`src/rtl/rtw_pkg.sv`:
```
package rtw_pkg;

    localparam int ENTRY_W   = 64;
    localparam int NLS_W     = 5;
    localparam int SIZE_W    = 7;
    localparam int MIN_NLS   = 5;
    localparam int SIZE_BIAS = 31;
    localparam int VALID_BIT = 63;
    localparam int LEAF_BIT  = 62;
    localparam int BASE_LSB  = 8;
    localparam int RPN_LSB   = 12;

    typedef enum logic [2:0] {
        S_IDLE,
        S_CHECK,
        S_READ,
        S_WAIT,
        S_EVAL,
        S_DONE,
        S_FAULT
    } walk_state_t;

    typedef struct packed {
        logic bad_cfg;
        logic no_entry;
    } fault_cause_t;

    function automatic logic [SIZE_W-1:0] start_size(input logic [1:0] hi,
                                                     input logic [2:0] lo);
        return SIZE_W'(SIZE_BIAS) + SIZE_W'({hi, lo});
    endfunction

    function automatic logic entry_valid(input logic [ENTRY_W-1:0] e);
        return e[VALID_BIT];
    endfunction

    function automatic logic entry_leaf(input logic [ENTRY_W-1:0] e);
        return e[LEAF_BIT];
    endfunction

    function automatic logic [NLS_W-1:0] entry_width(input logic [ENTRY_W-1:0] e);
        return e[NLS_W-1:0];
    endfunction

endpackage

```
`src/rtl/rtw_index_gen.sv`:
```
module rtw_index_gen
    import rtw_pkg::*;
#(
    parameter int VA_W   = 64,
    parameter int ADDR_W = 56
) (
    input  logic [VA_W-1:0]   va_i,
    input  logic [ADDR_W-1:0] base_i,
    input  logic [SIZE_W-1:0] size_i,
    input  logic [NLS_W-1:0]  width_i,
    output logic [ADDR_W-1:0] entry_addr_o,
    output logic              width_ok_o
);
    localparam int IDX_KEEP = ADDR_W - 3;

    logic [SIZE_W-1:0] shift;
    logic [VA_W-1:0]   mask;
    logic [VA_W-1:0]   index;

    always_comb begin
        shift        = size_i - SIZE_W'(width_i);
        mask         = (VA_W'(1) << width_i) - VA_W'(1);
        index        = (va_i >> shift) & mask;
        entry_addr_o = base_i + {index[IDX_KEEP-1:0], 3'b000};
        width_ok_o   = (width_i >= NLS_W'(MIN_NLS)) && (SIZE_W'(width_i) <= size_i);
    end

    initial begin
        a_r3_width_fit : assert (VA_W >= ADDR_W - 3)
            else $error("R3: address width too large for index path");
    end

endmodule

```
`src/rtl/rtw_leaf_compose.sv`:
```
module rtw_leaf_compose
    import rtw_pkg::*;
#(
    parameter int VA_W   = 64,
    parameter int ADDR_W = 56
) (
    input  logic [ENTRY_W-1:0] entry_i,
    input  logic [VA_W-1:0]    va_i,
    input  logic [SIZE_W-1:0]  psize_i,
    output logic [ADDR_W-1:0]  trans_o
);
    logic [ADDR_W-1:0] page_base;
    logic [ADDR_W-1:0] low_mask;

    always_comb begin
        page_base = {entry_i[ADDR_W-1:RPN_LSB], {RPN_LSB{1'b0}}};
        low_mask  = (ADDR_W'(1) << psize_i) - ADDR_W'(1);
        trans_o   = (page_base & ~low_mask) | (va_i[ADDR_W-1:0] & low_mask);
    end

endmodule

```
`src/rtl/rtw_walker.sv`:
```
module rtw_walker
    import rtw_pkg::*;
#(
    parameter int VA_W       = 64,
    parameter int ADDR_W     = 56,
    parameter int MAX_LEVELS = 8
) (
    input  logic                 clk,
    input  logic                 rst,
    input  logic                 start_i,
    input  logic [VA_W-1:0]      va_i,
    input  logic [ADDR_W-1:0]    root_base_i,
    input  logic [NLS_W-1:0]     root_nls_i,
    input  logic [1:0]           root_rts_hi_i,
    input  logic [2:0]           root_rts_lo_i,
    output logic                 busy_o,
    output logic                 done_o,
    output logic                 fault_o,
    output logic [1:0]           fault_cause_o,
    output logic [ENTRY_W-1:0]   leaf_entry_o,
    output logic [ADDR_W-1:0]    leaf_addr_o,
    output logic [SIZE_W-1:0]    page_size_o,
    output logic [ADDR_W-1:0]    trans_addr_o,
    output logic                 mem_req_valid_o,
    input  logic                 mem_req_ready_i,
    output logic [ADDR_W-1:0]    mem_req_addr_o,
    input  logic                 mem_rsp_valid_i,
    input  logic [ENTRY_W-1:0]   mem_rsp_data_i
);
    localparam int LVL_W = $clog2(MAX_LEVELS + 1);

    walk_state_t        state_q;
    logic [VA_W-1:0]    va_q;
    logic [ADDR_W-1:0]  base_q;
    logic [NLS_W-1:0]   width_q;
    logic [SIZE_W-1:0]  size_q;
    logic [LVL_W-1:0]   level_q;
    logic [ADDR_W-1:0]  addr_q;
    logic [ENTRY_W-1:0] entry_q;
    fault_cause_t       cause_q;

    logic [ADDR_W-1:0]  next_addr;
    logic               width_ok;
    logic [SIZE_W-1:0]  size_left;
    logic [ADDR_W-1:0]  leaf_trans;

    rtw_index_gen #(.VA_W(VA_W), .ADDR_W(ADDR_W)) u_index (
        .va_i         (va_q),
        .base_i       (base_q),
        .size_i       (size_q),
        .width_i      (width_q),
        .entry_addr_o (next_addr),
        .width_ok_o   (width_ok)
    );

    assign size_left = size_q - SIZE_W'(width_q);

    rtw_leaf_compose #(.VA_W(VA_W), .ADDR_W(ADDR_W)) u_leaf (
        .entry_i (entry_q),
        .va_i    (va_q),
        .psize_i (size_left),
        .trans_o (leaf_trans)
    );

    always_ff @(posedge clk) begin
        if (rst) begin
            state_q      <= S_IDLE;
            va_q         <= '0;
            base_q       <= '0;
            width_q      <= '0;
            size_q       <= '0;
            level_q      <= '0;
            addr_q       <= '0;
            entry_q      <= '0;
            cause_q      <= '0;
            leaf_entry_o <= '0;
            leaf_addr_o  <= '0;
            page_size_o  <= '0;
            trans_addr_o <= '0;
        end else begin
            unique case (state_q)
                S_IDLE: begin
                    if (start_i) begin
                        va_q    <= va_i;
                        base_q  <= root_base_i;
                        width_q <= root_nls_i;
                        size_q  <= start_size(root_rts_hi_i, root_rts_lo_i);
                        level_q <= '0;
                        cause_q <= '0;
                        state_q <= S_CHECK;
                    end
                end
                S_CHECK: begin
                    if (!width_ok || level_q == LVL_W'(MAX_LEVELS)) begin
                        cause_q <= '{bad_cfg: 1'b1, no_entry: 1'b0};
                        state_q <= S_FAULT;
                    end else begin
                        addr_q  <= next_addr;
                        state_q <= S_READ;
                    end
                end
                S_READ: begin
                    if (mem_req_ready_i) begin
                        state_q <= S_WAIT;
                    end
                end
                S_WAIT: begin
                    if (mem_rsp_valid_i) begin
                        entry_q <= mem_rsp_data_i;
                        level_q <= level_q + LVL_W'(1);
                        state_q <= S_EVAL;
                    end
                end
                S_EVAL: begin
                    if (!entry_valid(entry_q)) begin
                        cause_q <= '{bad_cfg: 1'b0, no_entry: 1'b1};
                        state_q <= S_FAULT;
                    end else if (entry_leaf(entry_q)) begin
                        size_q       <= size_left;
                        leaf_entry_o <= entry_q;
                        leaf_addr_o  <= addr_q;
                        page_size_o  <= size_left;
                        trans_addr_o <= leaf_trans;
                        state_q      <= S_DONE;
                    end else begin
                        size_q  <= size_left;
                        width_q <= entry_width(entry_q);
                        base_q  <= {entry_q[ADDR_W-1:BASE_LSB], {BASE_LSB{1'b0}}};
                        state_q <= S_CHECK;
                    end
                end
                S_DONE:  state_q <= S_IDLE;
                S_FAULT: state_q <= S_IDLE;
                default: state_q <= S_IDLE;
            endcase
        end
    end

    assign busy_o          = (state_q != S_IDLE);
    assign done_o          = (state_q == S_DONE);
    assign fault_o         = (state_q == S_FAULT);
    assign fault_cause_o   = cause_q;
    assign mem_req_valid_o = (state_q == S_READ);
    assign mem_req_addr_o  = addr_q;

    // a stalled request keeps its address
    a_r10_req_hold : assert property (@(posedge clk) disable iff (rst)
        (mem_req_valid_o && !mem_req_ready_i) |=> (mem_req_valid_o && $stable(mem_req_addr_o)));

    // no back-to-back requests, a response must come first
    a_r10_one_outstanding : assert property (@(posedge clk) disable iff (rst)
        (mem_req_valid_o && mem_req_ready_i) |=> !mem_req_valid_o);

    // entries are 8-byte aligned
    a_r3_aligned : assert property (@(posedge clk) disable iff (rst)
        mem_req_valid_o |-> (mem_req_addr_o[2:0] == 3'b000));

    // result pulses are exclusive and last one cycle
    a_r11_exclusive : assert property (@(posedge clk) disable iff (rst)
        !(done_o && fault_o));
    a_r11_single_pulse : assert property (@(posedge clk) disable iff (rst)
        (done_o || fault_o) |=> !(done_o || fault_o));

    // a fault carries exactly one cause
    a_r4_one_cause : assert property (@(posedge clk) disable iff (rst)
        fault_o |-> ($countones(fault_cause_o) == 1));

    // invalid entry leads to the no-entry fault
    a_r5_invalid_fault : assert property (@(posedge clk) disable iff (rst)
        (state_q == S_EVAL && !entry_q[VALID_BIT]) |=> (fault_o && fault_cause_o == 2'b01));

    // never a request beyond the depth limit
    a_r8_depth : assert property (@(posedge clk) disable iff (rst)
        mem_req_valid_o |-> (level_q < LVL_W'(MAX_LEVELS)));

endmodule

```
`config.mk`:
```
export PLATFORM = sky130hd
export DESIGN_NAME = rtw_walker
export DESIGN_NICKNAME = d
export VERILOG_FILES = /design/src/rtl/rtw_pkg.sv /design/src/rtl/rtw_index_gen.sv /design/src/rtl/rtw_leaf_compose.sv /design/src/rtl/rtw_walker.sv
export SDC_FILE = /design/constraint.sdc
export NUM_CORES = 1
export LEC_CHECK = 0
export ABC_AREA = 0
export BUFFER_PORTS_ARGS = -buffer_cell sky130_fd_sc_hd__buf_2
export CAP_MARGIN = 20
export CORE_ASPECT_RATIO = 2
export CORE_MARGIN = 10
export CORE_UTILIZATION = 55
export CTS_CLUSTER_DIAMETER = 150
export DETAILED_ROUTE_END_ITERATION = 12
export PLACE_DENSITY = 0.79
export REMOVE_ABC_BUFFERS = 1
export SYNTH_ARGS = -nofsm -noshare
export SYNTH_HDL_FRONTEND = slang
export SYNTH_SLANG_ARGS = --single-unit
export TNS_END_PERCENT = 5
```
`constraint.sdc`:
```
create_clock -name clk -period 6.4 [get_ports clk]
set_input_delay 0.32 -clock clk [delete_from_list [all_inputs] [get_ports clk]]
set_output_delay 0.32 -clock clk [all_outputs]
set_load 0.01 [all_outputs]
```
==> results by group <==
Status
  • Status: complete, no violations

Logic synthesis
  • Async SR Flop Fraction: 0
  • Avg Inst Size Synth: 7.37 um^2
  • Yosys cell types: 90
  • Post-synth EDFFs: 0
  • Register area share after synthesis: 0.356
  • Main flop type after synthesis: dfxtp_1
  • Top-area cell type share of the netlist area: 0.356
  • Mapped Area: 0.0249 mm^2
  • Synthesis-stage register bit count: 443
  • Area leader, netlist: dfxtp_1
  • Syn Inst Count: 3,381
  • Area contributors post-synth: dfxtp_1 (36%), nand2_1 (13%), a21oi_1 (9.6%)
  • Yosys warns: 0

Timing
  • Final hold violation count: 0
  • Clock skew: roughly 18 ps
  • RSZ-0062 raised after global routing: yes
  • Final Cycle Share: 0.984
  • Maximum clock rate: 159 MHz
  • Final setup viols: 0
  • Rel. slew slack: 0.297
  • Max-slew violation count: 0
  • Slew at the pin closest to its max-slew limit: roughly 1100 ps
  • Fin crit period: 6300 ps

Worst setup path
  • Critical path class: reg -> reg
  • Worst-path fanout max: 7
  • WP data required: roughly 6800 ps
  • Critical register-to-register path endpoint: mem_req_addr_o[43]
  • Critical Path Source Type: register
  • Critical Path AT: approximately 6700 ps
  • CP Capture Type: register
  • Worst flop-to-flop path startpoint: size_q[0]
  • R2R cell count: 26
  • FF-to-FF setup slack: between 100 and 150 ps

Routing
  • Detail Route met3 WL: between 6000 and 7000 um
  • Highest metal used: met4
  • Post-route ant nets: 0
  • Vias/cell: slightly above 6
  • Initial DRC count: ~2,600
  • Pre-Repair DR Iteration Count: 6
  • DRC: 0
  • Routed WL per cell: about 23 um
  • DRT Wirelength: 99,900 um
  • Routed vias: approximately 27,000
  • M1 wire length: ~34,000 um
  • Met2 routed WL: approximately 50,000 um

Min path
  • Min-Delay Path Depth: 3
  • Min-Delay Endpoint: entry_q[42]
  • Worst Hold Class: in -> reg
  • Hold Crit Start: mem_rsp_data_i[42]

Placement
  • DP Area: between 0.02 and 0.03 mm^2
  • Final estimated routing congestion in global placement: 1.06
  • HPWL Detailed: 74,900 um
  • Input/output buffers: 443

Pwr
  • Total Power: a little under 0.02 W
  • VDD IR max: between 0.4 and 0.5 mV
  • LEAKAGE: 12.5 nW
  • P per Cell Area: ~650 mW/mm^2

Floorplan
  • Initial Utilization: 0.555
  • Rows: 110
  • # IOs: 444
  • Die Y-Extent: 321 um
  • Total Die Area: approximately 0.055 mm^2
  • Die X: around 170 um
  • Core Footprint: around 0.045 mm^2

Cells and area
  • Fin nets: between 4,000 and 5,000
  • Final Cell Area: around 0.030 mm^2
  • Area growth syn-to-layout: 21.8%
  • Share of cells above drive strength 1: 0.205

Clocking
  • CTS tree: done
  • Clk root buf: clkbuf_16
  • CTS buffer count: 38
  • Htree depth: 2
  • Worst-path clk slew: 70 ps
  • Clk Latency, worst-skew pair: between 500 and 600 ps
  • Clock Sinks: between 400 and 500
  • CTS Buffer Depth: 3

GRT
  • Number of global-route vias before repair: roughly 26,000
  • First-pass GRT wire length: 149,000 um
  • All-Layer GR Usage: 0.346
  • Largest net degree at the start of global routing: between 150 and 200
  • Initial antenna violation count: 11
  • Total grt overflow: 0

Run
  • Max-cap viol count: 0
-- layer usage --
layer  GRT usage  up-vias
li1            -    12700
met1       0.358    12700
met2       0.614     1298
met3      0.0555      394
met4       0.255        0
met5           0        -
-- cell type report --
cell class              instances  area [um^2]
well taps                     560          701
clock inverters                16          196
diodes                         11         27.5
fillers                      3954        14500
flip-flops and latches        443         8870
repair buffers                661         4150
multi-input cells            2643        15300
inverters                      30          113
clock buffers                  48         1020
-- repair_timing --
item                       4_1_cts  5_1_grt
setup endpoints to repair        8       23
setup buffers                    0       11
pin swaps                        0        9
gates cloned                     0        1
hold endpoints to repair        54        0
gates resized for setup          3       61
hold buffers                    54        0
-- per-stage QoR --
step	hold WS [ps]	utilization	setup TNS, ps	cells	setup WS, ps
floorplan	385	-	-138470	3115	-2470
finish	6.56	0.676	0	4412	101
global placement	435	0.629	-133	4271	-92.5
global route	14.7	0.676	-97.3	4412	-61.2
detailed placement	443	0.629	-496	4271	-178
CTS	0.479	0.668	0	4389	31.5
-- worst max-delay path: stages (launching register included) --
cell and delay (ps):
dfxtp_1 320, inv_1 100, ha_4 140, inv_1 60, fa_4 960, buf_8 190, buf_4 130, mux4_2 510
mux2i_2 270, buf_4 170, nand2_1 70, a311oi_2 350, a2111oi_2 100, buf_4 150, ha_1 320, nand4_1 220
o221ai_2 240, a21oi_2 80, o41ai_2 390, a221oi_1 130, buf_4 180, nor4_2 240, nor4_1 90, buf_4 150
o31ai_2 280, mux2i_1 230, a21oi_1 80
-- placed cells by master (no fill, tap or decap), drive strengths merged, types with 12 or more instances in the layout --
| cell type | n |
|---|---|
| a211oi | 88 |
| dfxtp | 443 |
| nor4 | 17 |
| a31oi | 18 |
| dlygate4sd3 | 54 |
| buf | 607 |
| nor2 | 291 |
| o21ai | 119 |
| mux2i | 112 |
| and3 | 12 |
| inv | 31 |
| a21o | 25 |
| nor2b | 22 |
| a2111oi | 16 |
| mux2 | 14 |
| mux4 | 24 |
| nand3 | 59 |
| xor2 | 26 |
| xnor2 | 35 |
| a21oi | 477 |
| o211ai | 20 |
| o22ai | 16 |
| clkbuf | 48 |
| o21a | 21 |
| ha | 62 |
| nand4 | 21 |
| nor3 | 37 |
| nand2 | 884 |
| a311oi | 71 |
| a22oi | 18 |
-- registers in the layout, indices dropped and copies added (netlist names) --
register        flops
entry_q            64
va_q               64
leaf_entry_o       63
base_q             56
leaf_addr_o        56
mem_req_addr_o     56
trans_addr_o       56
page_size_o         7
size_q              7
width_q             5
level_q             4
state_q             3
fault_cause_o       2
-- cell usage after synthesis (10+ instances only) --
| cell | instances |
|---|---|
| a2111oi_0 | 16 |
| dfxtp_1 | 443 |
| nor2_1 | 290 |
| mux2i_1 | 112 |
| ha_1 | 62 |
| nand3_1 | 59 |
| nor3_1 | 35 |
| a21o_1 | 25 |
| and3_1 | 12 |
| a22oi_1 | 18 |
| o21a_1 | 21 |
| nor4_1 | 16 |
| mux2_2 | 14 |
| o22ai_1 | 16 |
| a21oi_1 | 476 |
| buf_2 | 17 |
| xor2_1 | 26 |
| inv_1 | 28 |
| nand2_1 | 884 |
| and2_1 | 10 |
| o211ai_1 | 19 |
| o21ai_0 | 114 |
| a31oi_1 | 18 |
| clkbuf_1 | 226 |
| nand4_1 | 21 |
| mux4_2 | 24 |
| nand2b_1 | 11 |
| buf_1 | 31 |
| xnor2_1 | 33 |
| a311oi_1 | 71 |
| nor2b_1 | 22 |
| a211oi_1 | 84 |
-- where the power goes --
part | internal (W) | total, W | switching, W
registers | 0.00307 | 0.00348 | 0.000406
clock network | 0.00129 | 0.00236 | 0.00106
logic | 0.00495 | 0.0140 | 0.00901
-- cells by family after synthesis --
logic type,after synthesis,share of synthesized area
buffers and inverters,306,0.0473
adders and majority gates,64,0.0328
muxes,150,0.0731
AOI/OAI and AO/OA,956,0.237
xor gates and xnor gates,60,0.0214
other,1,0.000151
DFF,443,0.356
and+or+nand+nor,1401,0.232
-- worst max path at each step --
stage	startpoint	to	depth (start not counted)
floorplan	width_q[1]	mem_req_addr_o[35]	21
global placement	size_q[0]	mem_req_addr_o[43]	29
detailed placement	size_q[0]	mem_req_addr_o[43]	29
CTS	size_q[0]	mem_req_addr_o[43]	26
global route	size_q[0]	mem_req_addr_o[43]	31
finish	size_q[0]	mem_req_addr_o[43]	26
(Power assumes the default switching activity.)
